<file path="src/rtl/tpc_pkg.sv">
package tpc_pkg;

    localparam int WORD_W = 8;
    localparam int PC_W   = 8;
    localparam int NREGS  = 8;
    localparam int SEL_W  = $clog2(NREGS);

    localparam logic [7:0] OPC_MOV_IMM  = 8'h74;
    localparam logic [7:0] OPC_ADDC_IMM = 8'h34;
    localparam logic [7:0] OPC_SWAP     = 8'hC4;
    localparam logic [7:0] OPC_CLR_C    = 8'hC3;
    localparam logic [7:0] OPC_SET_C    = 8'hD3;
    localparam logic [7:0] OPC_SJMP     = 8'h80;
    localparam logic [7:0] OPC_JZ       = 8'h60;

    localparam logic [4:0] GRP_MOV_A_R  = 5'b11101;
    localparam logic [4:0] GRP_MOV_R_A  = 5'b11111;
    localparam logic [4:0] GRP_ADDC_R   = 5'b00111;
    localparam logic [4:0] GRP_ANL_R    = 5'b01011;
    localparam logic [4:0] GRP_ORL_R    = 5'b01001;
    localparam logic [4:0] GRP_XRL_R    = 5'b01101;

    typedef enum logic [1:0] {
        PH_FETCH  = 2'd0,
        PH_DECODE = 2'd1,
        PH_EXEC   = 2'd2
    } phase_e;

    typedef enum logic [2:0] {
        ALU_PASS = 3'd0,
        ALU_ADDC = 3'd1,
        ALU_AND  = 3'd2,
        ALU_OR   = 3'd3,
        ALU_XOR  = 3'd4,
        ALU_SWAP = 3'd5,
        ALU_CLRC = 3'd6,
        ALU_SETC = 3'd7
    } alu_op_e;

    typedef struct packed {
        alu_op_e alu_op;
        logic    imm;
        logic    reg_src;
        logic    reg_dst;
        logic    acc_we;
        logic    cy_we;
        logic    branch;
        logic    cond_zero;
    } ctrl_t;

    typedef struct packed {
        phase_e              phase;
        logic [PC_W-1:0]     pc;
        logic [WORD_W-1:0]   ir;
        logic [WORD_W-1:0]   aux;
        logic [WORD_W-1:0]   acc;
        logic                cy;
    } core_state_t;

endpackage

</file>
<file path="src/rtl/tpc_decode.sv">
module tpc_decode
    import tpc_pkg::*;
(
    input  logic [WORD_W-1:0] ir,
    output ctrl_t             ctrl
);

    always_comb begin
        ctrl = '{alu_op: ALU_PASS, imm: 1'b0, reg_src: 1'b0, reg_dst: 1'b0,
                 acc_we: 1'b0, cy_we: 1'b0, branch: 1'b0, cond_zero: 1'b0};
        unique case (ir[7:3])
            GRP_MOV_A_R: begin
                ctrl.reg_src = 1'b1;
                ctrl.acc_we  = 1'b1;
                ctrl.alu_op  = ALU_PASS;
            end
            GRP_MOV_R_A: begin
                ctrl.reg_dst = 1'b1;
            end
            GRP_ADDC_R: begin
                ctrl.reg_src = 1'b1;
                ctrl.acc_we  = 1'b1;
                ctrl.cy_we   = 1'b1;
                ctrl.alu_op  = ALU_ADDC;
            end
            GRP_ANL_R: begin
                ctrl.reg_src = 1'b1;
                ctrl.acc_we  = 1'b1;
                ctrl.alu_op  = ALU_AND;
            end
            GRP_ORL_R: begin
                ctrl.reg_src = 1'b1;
                ctrl.acc_we  = 1'b1;
                ctrl.alu_op  = ALU_OR;
            end
            GRP_XRL_R: begin
                ctrl.reg_src = 1'b1;
                ctrl.acc_we  = 1'b1;
                ctrl.alu_op  = ALU_XOR;
            end
            default: begin
                unique case (ir)
                    OPC_MOV_IMM: begin
                        ctrl.imm    = 1'b1;
                        ctrl.acc_we = 1'b1;
                        ctrl.alu_op = ALU_PASS;
                    end
                    OPC_ADDC_IMM: begin
                        ctrl.imm    = 1'b1;
                        ctrl.acc_we = 1'b1;
                        ctrl.cy_we  = 1'b1;
                        ctrl.alu_op = ALU_ADDC;
                    end
                    OPC_SWAP: begin
                        ctrl.acc_we = 1'b1;
                        ctrl.alu_op = ALU_SWAP;
                    end
                    OPC_CLR_C: begin
                        ctrl.cy_we  = 1'b1;
                        ctrl.alu_op = ALU_CLRC;
                    end
                    OPC_SET_C: begin
                        ctrl.cy_we  = 1'b1;
                        ctrl.alu_op = ALU_SETC;
                    end
                    OPC_SJMP: begin
                        ctrl.imm    = 1'b1;
                        ctrl.branch = 1'b1;
                    end
                    OPC_JZ: begin
                        ctrl.imm       = 1'b1;
                        ctrl.branch    = 1'b1;
                        ctrl.cond_zero = 1'b1;
                    end
                    default: begin
                        ctrl.alu_op = ALU_PASS;
                    end
                endcase
            end
        endcase
    end

endmodule

</file>
<file path="src/rtl/tpc_alu.sv">
module tpc_alu
    import tpc_pkg::*;
#(
    parameter int W = WORD_W
) (
    input  alu_op_e      op,
    input  logic [W-1:0] a,
    input  logic [W-1:0] b,
    input  logic         cin,
    output logic [W-1:0] res,
    output logic         cout
);

    localparam int HALF = W / 2;

    logic [W:0] sum;

    always_comb begin
        sum  = {1'b0, a} + {1'b0, b} + {{W{1'b0}}, cin};
        res  = a;
        cout = cin;
        case (op)
            ALU_PASS: res = b;
            ALU_ADDC: begin
                res  = sum[W-1:0];
                cout = sum[W];
            end
            ALU_AND:  res = a & b;
            ALU_OR:   res = a | b;
            ALU_XOR:  res = a ^ b;
            ALU_SWAP: res = {a[HALF-1:0], a[W-1:HALF]};
            ALU_CLRC: cout = 1'b0;
            ALU_SETC: cout = 1'b1;
            default:  res = a;
        endcase
    end

endmodule

</file>
<file path="src/rtl/tpc_pc_alu.sv">
module tpc_pc_alu
    import tpc_pkg::*;
#(
    parameter int AW = PC_W,
    parameter int DW = WORD_W
) (
    input  logic [AW-1:0] pc,
    input  logic [DW-1:0] rel,
    output logic [AW-1:0] pc_inc,
    output logic [AW-1:0] pc_rel
);

    always_comb begin
        pc_inc = pc + AW'(1);
        pc_rel = pc + AW'($signed(rel));
    end

endmodule

</file>
<file path="src/rtl/tpc_regfile.sv">
module tpc_regfile
    import tpc_pkg::*;
#(
    parameter int W = WORD_W,
    parameter int N = NREGS
) (
    input  logic                 clk,
    input  logic                 we,
    input  logic [$clog2(N)-1:0] sel,
    input  logic [W-1:0]         wdata,
    output logic [W-1:0]         rdata
);

    localparam int SW = $clog2(N);

    logic [W-1:0] store_q [N];

    for (genvar g = 0; g < N; g++) begin : g_entry
        logic hit;
        assign hit = we && (sel == SW'(g));
        always_ff @(posedge clk) begin
            if (hit) begin
                store_q[g] <= wdata;
            end
        end
    end

    assign rdata = store_q[sel];

endmodule

</file>
<file path="src/rtl/tpc_core.sv">
module tpc_core
    import tpc_pkg::*;
(
    input  logic              clk,
    input  logic              rst,
    output logic [PC_W-1:0]   prog_addr,
    input  logic [WORD_W-1:0] prog_data,
    output logic              prog_rd_n,
    output logic [WORD_W-1:0] acc_out,
    output logic              carry_out
);

    core_state_t cur_q, nxt_d;
    ctrl_t       ctrl;

    logic [WORD_W-1:0] alu_res;
    logic              alu_cout;
    logic [PC_W-1:0]   pc_inc, pc_rel;
    logic [WORD_W-1:0] rf_rdata;
    logic              rf_we_d;
    logic              rd_n_d;
    logic              acc_zero;
    logic              take_branch;

    tpc_decode u_dec (
        .ir   (cur_q.ir),
        .ctrl (ctrl)
    );

    tpc_alu #(.W(WORD_W)) u_alu (
        .op   (ctrl.alu_op),
        .a    (cur_q.acc),
        .b    (cur_q.aux),
        .cin  (cur_q.cy),
        .res  (alu_res),
        .cout (alu_cout)
    );

    tpc_pc_alu #(.AW(PC_W), .DW(WORD_W)) u_pca (
        .pc     (cur_q.pc),
        .rel    (cur_q.aux),
        .pc_inc (pc_inc),
        .pc_rel (pc_rel)
    );

    tpc_regfile #(.W(WORD_W), .N(NREGS)) u_rf (
        .clk   (clk),
        .we    (rf_we_d),
        .sel   (cur_q.ir[SEL_W-1:0]),
        .wdata (cur_q.acc),
        .rdata (rf_rdata)
    );

    assign acc_zero    = (cur_q.acc == '0);
    assign take_branch = ctrl.branch && (!ctrl.cond_zero || acc_zero);

    always_comb begin
        nxt_d   = cur_q;
        rd_n_d  = 1'b1;
        rf_we_d = 1'b0;
        unique case (cur_q.phase)
            PH_FETCH: begin
                rd_n_d      = 1'b0;
                nxt_d.ir    = prog_data;
                nxt_d.pc    = pc_inc;
                nxt_d.phase = PH_DECODE;
            end
            PH_DECODE: begin
                if (ctrl.imm) begin
                    rd_n_d    = 1'b0;
                    nxt_d.aux = prog_data;
                    nxt_d.pc  = pc_inc;
                end else if (ctrl.reg_src) begin
                    nxt_d.aux = rf_rdata;
                end
                nxt_d.phase = PH_EXEC;
            end
            PH_EXEC: begin
                if (take_branch) begin
                    nxt_d.pc = pc_rel;
                end
                if (ctrl.reg_dst) begin
                    rf_we_d = 1'b1;
                end
                if (ctrl.acc_we) begin
                    nxt_d.acc = alu_res;
                end
                if (ctrl.cy_we) begin
                    nxt_d.cy = alu_cout;
                end
                nxt_d.phase = PH_FETCH;
            end
            default: begin
                nxt_d.phase = PH_FETCH;
            end
        endcase
    end

    always_ff @(posedge clk) begin
        if (rst) begin
            cur_q <= '{phase: PH_FETCH, pc: '0, ir: '0, aux: '0, acc: '0, cy: 1'b0};
        end else begin
            cur_q <= nxt_d;
        end
    end

    assign prog_addr = cur_q.pc;
    assign prog_rd_n = rd_n_d;
    assign acc_out   = cur_q.acc;
    assign carry_out = cur_q.cy;


    reset_state_chk: assert property (@(posedge clk) disable iff (rst)
        $past(rst) |-> (cur_q.pc == '0 && cur_q.acc == '0 && !cur_q.cy
                        && cur_q.phase == PH_FETCH));


    fetch_to_decode_chk: assert property (@(posedge clk) disable iff (rst)
        cur_q.phase == PH_FETCH |=> cur_q.phase == PH_DECODE);


    decode_to_exec_chk: assert property (@(posedge clk) disable iff (rst)
        cur_q.phase == PH_DECODE |=> cur_q.phase == PH_EXEC);


    exec_to_fetch_chk: assert property (@(posedge clk) disable iff (rst)
        cur_q.phase == PH_EXEC |=> cur_q.phase == PH_FETCH);


    fetch_pc_step_chk: assert property (@(posedge clk) disable iff (rst)
        cur_q.phase == PH_FETCH |=> cur_q.pc == $past(cur_q.pc) + PC_W'(1));


    operand_pc_step_chk: assert property (@(posedge clk) disable iff (rst)
        (cur_q.phase == PH_DECODE && ctrl.imm) |=> cur_q.pc == $past(cur_q.pc) + PC_W'(1));


    idle_strobe_chk: assert property (@(posedge clk) disable iff (rst)
        (cur_q.phase == PH_EXEC || (cur_q.phase == PH_DECODE && !ctrl.imm)) |-> prog_rd_n);


    acc_hold_chk: assert property (@(posedge clk) disable iff (rst)
        cur_q.phase != PH_EXEC |=> $stable(cur_q.acc));


    jz_ignored_chk: assert property (@(posedge clk) disable iff (rst)
        (cur_q.phase == PH_EXEC && ctrl.cond_zero && cur_q.acc != '0)
            |=> cur_q.pc == $past(cur_q.pc));

endmodule

</file>
<file path="config.mk">
export PLATFORM = sky130hd
export DESIGN_NAME = tpc_core
export DESIGN_NICKNAME = d
export VERILOG_FILES = /design/src/rtl/tpc_pkg.sv /design/src/rtl/tpc_decode.sv /design/src/rtl/tpc_alu.sv /design/src/rtl/tpc_pc_alu.sv /design/src/rtl/tpc_regfile.sv /design/src/rtl/tpc_core.sv
export SDC_FILE = /design/constraint.sdc
export NUM_CORES = 1
export LEC_CHECK = 0
export BUFFER_PORTS_ARGS = -buffer_cell sky130_fd_sc_hd__buf_2
export CAP_MARGIN = 15
export CORE_MARGIN = 2
export CORE_UTILIZATION = 65
export CTS_BUF_LIST = sky130_fd_sc_hd__clkbuf_2
export CTS_CLUSTER_SIZE = 16
export DETAILED_ROUTE_END_ITERATION = 8
export HOLD_SLACK_MARGIN = 0.06
export MAX_ROUTING_LAYER = met4
export PLACE_DENSITY = 0.84
export RECOVER_POWER = 25
export REMOVE_ABC_BUFFERS = 1
export SYNTH_ARGS = -nofsm -noshare
export SYNTH_HDL_FRONTEND = slang
export SYNTH_SLANG_ARGS = --single-unit
export TNS_END_PERCENT = 50
</file>
<file path="constraint.sdc">
create_clock -name clk -period 5.78 [get_ports clk]
set_input_delay 0.578 -clock clk [delete_from_list [all_inputs] [get_ports clk]]
set_output_delay 0.578 -clock clk [all_outputs]
set_load 0.03 [all_outputs]
</file>
==> impl_metrics.json <==
{
  "fillers": 621,
  "ir_drop_mv": 0.115,
  "die_w_um": 95.8,
  "yosysSeqAreaShare": 0.490,
  "hold_viol": 0,
  "finClkSkew_ps": 23.9,
  "cts.clk_slew.worst_paths_ps": 290,
  "cts_setup_buffers": 0,
  "min_period_ps": 3570,
  "synth_cell_types": 58,
  "rsz0062_at_grt": "false",
  "reg2reg_from": "cur_q[34]$_SDFF_PP0_",
  "syn_inst": 484,
  "grt-ovfl-total": 0,
  "crit_type": "flop to flop",
  "wl_per_cell_um": 20.0,
  "dp_hpwl_um": 8190,
  "reg2reg_depth": 10,
  "startpoint_type": "flop",
  "vias": 3824,
  "routed_wl_um": 11900,
  "finalCritPeriodShare": 0.618,
  "insertedDiodeCount": 0,
  "p_leak_nw": 1.91,
  "grt_pass1_vias": 3612,
  "power_mw": 1.28,
  "cellPowerDensity_mw_per_mm2": 227,
  "setup_viol": 0,
  "worst_ep_arrival_time_ps": 4100,
  "utilization": 0.693,
  "fin_tns_setup_ps": 0,
  "io_pins": 28,
  "cts_hold_buf": 0,
  "via_per_inst": 6.42,
  "die_area_mm2": 0.00917,
  "cts_tree": "done",
  "cts_resized": 0,
  "postSynthAreaPerCell_um2": 11.3,
  "syn-cell-area_mm2": 0.00547,
  "grt_pass1_wl_um": 19100,
  "cts_sinks": 102,
  "rrSetupSlack_ps": 2210,
  "cts_buffers": 9,
  "clk_latency_ps": 580,
  "synth_edf_count": 64,
  "grt_max_degree": 31,
  "min_path_type": "primary input to flop",
  "ctsRootBufferMaster": "clkbuf_2",
  "synth-seq-cells": 102,
  "status": "complete, no violations",
  "postRouteAntennaNets": 0,
  "drtPass1Iterations": 7,
  "drt_iter0_markers": 325,
  "critPathCaptureType": "flop",
  "post-route-drc-count": 0,
  "async_flop_share": 0,
  "critPathCapture": "prog_addr[7]$_SDFFE_PP0P_",
  "crit_fanout": 16,
  "max_freq_ghz": 0.280,
  "antenna_found_initial": 0,
  "num_rows": 33,
  "die_h_um": 95.8,
  "clockBufferDepth": 2,
  "yosysWarnings": 0,
  "relSlewSlack": 0.256,
  "track_usage": 0.289,
  "rr_endpoint": "prog_addr[7]$_SDFFE_PP0P_",
  "initial_core_util": 0.670,
  "gp_congestion": 0.895,
  "area_growth_pct": 3.47,
  "port-buffer-count": 27,
  "slew_violations": 0,
  "htreeDepth": 3,
  "coreArea_mm2": 0.00818,
  "worstPathRequired_ps": 6310,
  "cp-startpoint": "cur_q[34]$_SDFF_PP0_",
  "tightest_slew_ps": 1110,
  "maxCapViolations": 0,
  "fin_nets": 522,
  "drive_gt1_frac": 0.151,
  "synthFlopType": "edfxtp_1"
}
## through the flow
step | instances | worst slack (ps) | area [um^2] | hold slack (ps)
after floorplan | 444 | 2670 | 5240 | 482
after global placement | 578 | 2490 | 5520 | 460
after detailed placement | 578 | 2350 | 5520 | 473
after CTS | 594 | 2280 | 5630 | 180
after global routing | 596 | 1860 | 5660 | 161
final | 596 | 2210 | 5660 | 210
## cell usage in the layout, fill, tap and decap left out, drive strengths merged, types with 6 or more instances in the layout
| cell type | instances |
|---|---|
| dfxtp | 38 |
| o21ai | 30 |
| xnor2 | 7 |
| a22oi | 6 |
| nor3 | 10 |
| edfxtp | 64 |
| buf | 31 |
| a21oi | 39 |
| o211ai | 9 |
| o21a | 8 |
| and2 | 6 |
| clkbuf | 9 |
| nor2b | 6 |
| nand2 | 31 |
| nand2b | 15 |
| nor2 | 30 |
| inv | 30 |
| mux2i | 13 |
| mux4 | 16 |
| a221oi | 7 |
| ha | 23 |
## final cells by class
cell class / instances / area (um^2) / area share
multi-input cells: 315 / 2450 / 0.433
clock buffers: 9 / 45.0 / 0.00795
inverters: 27 / 101 / 0.0179
well taps: 105 / 131 / 0.0232
repair buffers: 31 / 185 / 0.0327
flip-flops and latches: 102 / 2680 / 0.474
clock inverters: 7 / 67.6 / 0.0119
## worst min path at each step
stage                               from  slack (ps)                   endpoint  cells after the start
2_1_floorplan     cur_q[12]$_SDFFE_PP0P_         480     cur_q[12]$_SDFFE_PP0P_                      2
6_report                    prog_data[6]         210     cur_q[23]$_SDFFE_PP0N_                      3
3_5_place_dp   prog_addr[6]$_SDFFE_PP0P_         470  prog_addr[6]$_SDFFE_PP0P_                      2
4_1_cts                     prog_data[6]         180     cur_q[23]$_SDFFE_PP0N_                      3
5_1_grt                     prog_data[6]         160     cur_q[23]$_SDFFE_PP0N_                      3
3_3_place_gp   prog_addr[6]$_SDFFE_PP0P_         460  prog_addr[6]$_SDFFE_PP0P_                      2
## power breakdown
part | leakage (nW) | internal [mW] | switching [mW]
sequential | 0.827 | 0.779 | 0.0377
clock | 0.0715 | 0.0688 | 0.259
combinational | 1.01 | 0.0629 | 0.0757
total | 1.91 | 0.911 | 0.372
## critical path, stage by stage (launching register included)
cell and delay (ps):
dfxtp_1 650, nor2b_1 700, nand2_1 220, inv_1 110
ha_1 230, a21oi_1 180, o21ai_0 120, a2111oi_0 530
nor3_1 140, or4_1 490, a21oi_1 150
## state kept, by name, summed over array words and instances, names as in the netlist, named ones only
| signal | flops |
|---|---|
| acc_out | 8 |
| prog_addr | 8 |
| cur_q | 18 |
| u_rf.store_q | 64 |
| carry_out | 1 |
## kinds of logic (layout without fill, tap and decap cells)
group                    count (synthesis)  after routing  share of synthesized area
adder cells (fa/ha/maj)                 26             26                     0.0635
flip-flops                             102            102                      0.490
XOR/XNOR                                10             10                     0.0160
multiplexers                            30             30                     0.0917
AO/OA/AOI/OAI                          126            126                      0.156
AND/OR/NAND/NOR                        123            123                      0.120
buffers and inverters                   67             74                     0.0622
## layer usage
layer | vias up | routed length (um) | part of all wire | global-route usage
li1 | 1800 | - | - | -
met1 | 1830 | 4980 | 0.42 | 0.386
met2 | 160 | 5820 | 0.49 | 0.441
met3 | 34 | 783 | 0.066 | 0.0540
met4 | 0 | 328 | 0.028 | 0.117
met5 | - | 0 | 0 | -
## cells in the mapped netlist (all sizes together) (3+ instances only)
cell type	number	area share
edfxtp	64	0.35
a21oi	39	0.038
dfxtp	38	0.14
nand2	31	0.021
nor2	30	0.021
o21ai	30	0.027
buf	27	0.035
inv	27	0.019
ha	23	0.053
mux4	16	0.066
nand2b	15	0.018
clkbuf	13	0.0089
mux2i	13	0.024
nor3	10	0.0091
o211ai	9	0.012
o21a	8	0.011
a221oi	7	0.011
xnor2	7	0.011
a22oi	6	0.0082
and2	6	0.0069
nor2b	6	0.0069
a2111oi	5	0.011
nor4	5	0.0096
a211oi	4	0.0055
fa	3	0.011
nand3	3	0.0027
o21bai	3	0.0041
or3	3	0.0034
xor2	3	0.0048
Note: power is estimated with default switching activity, not from simulation.
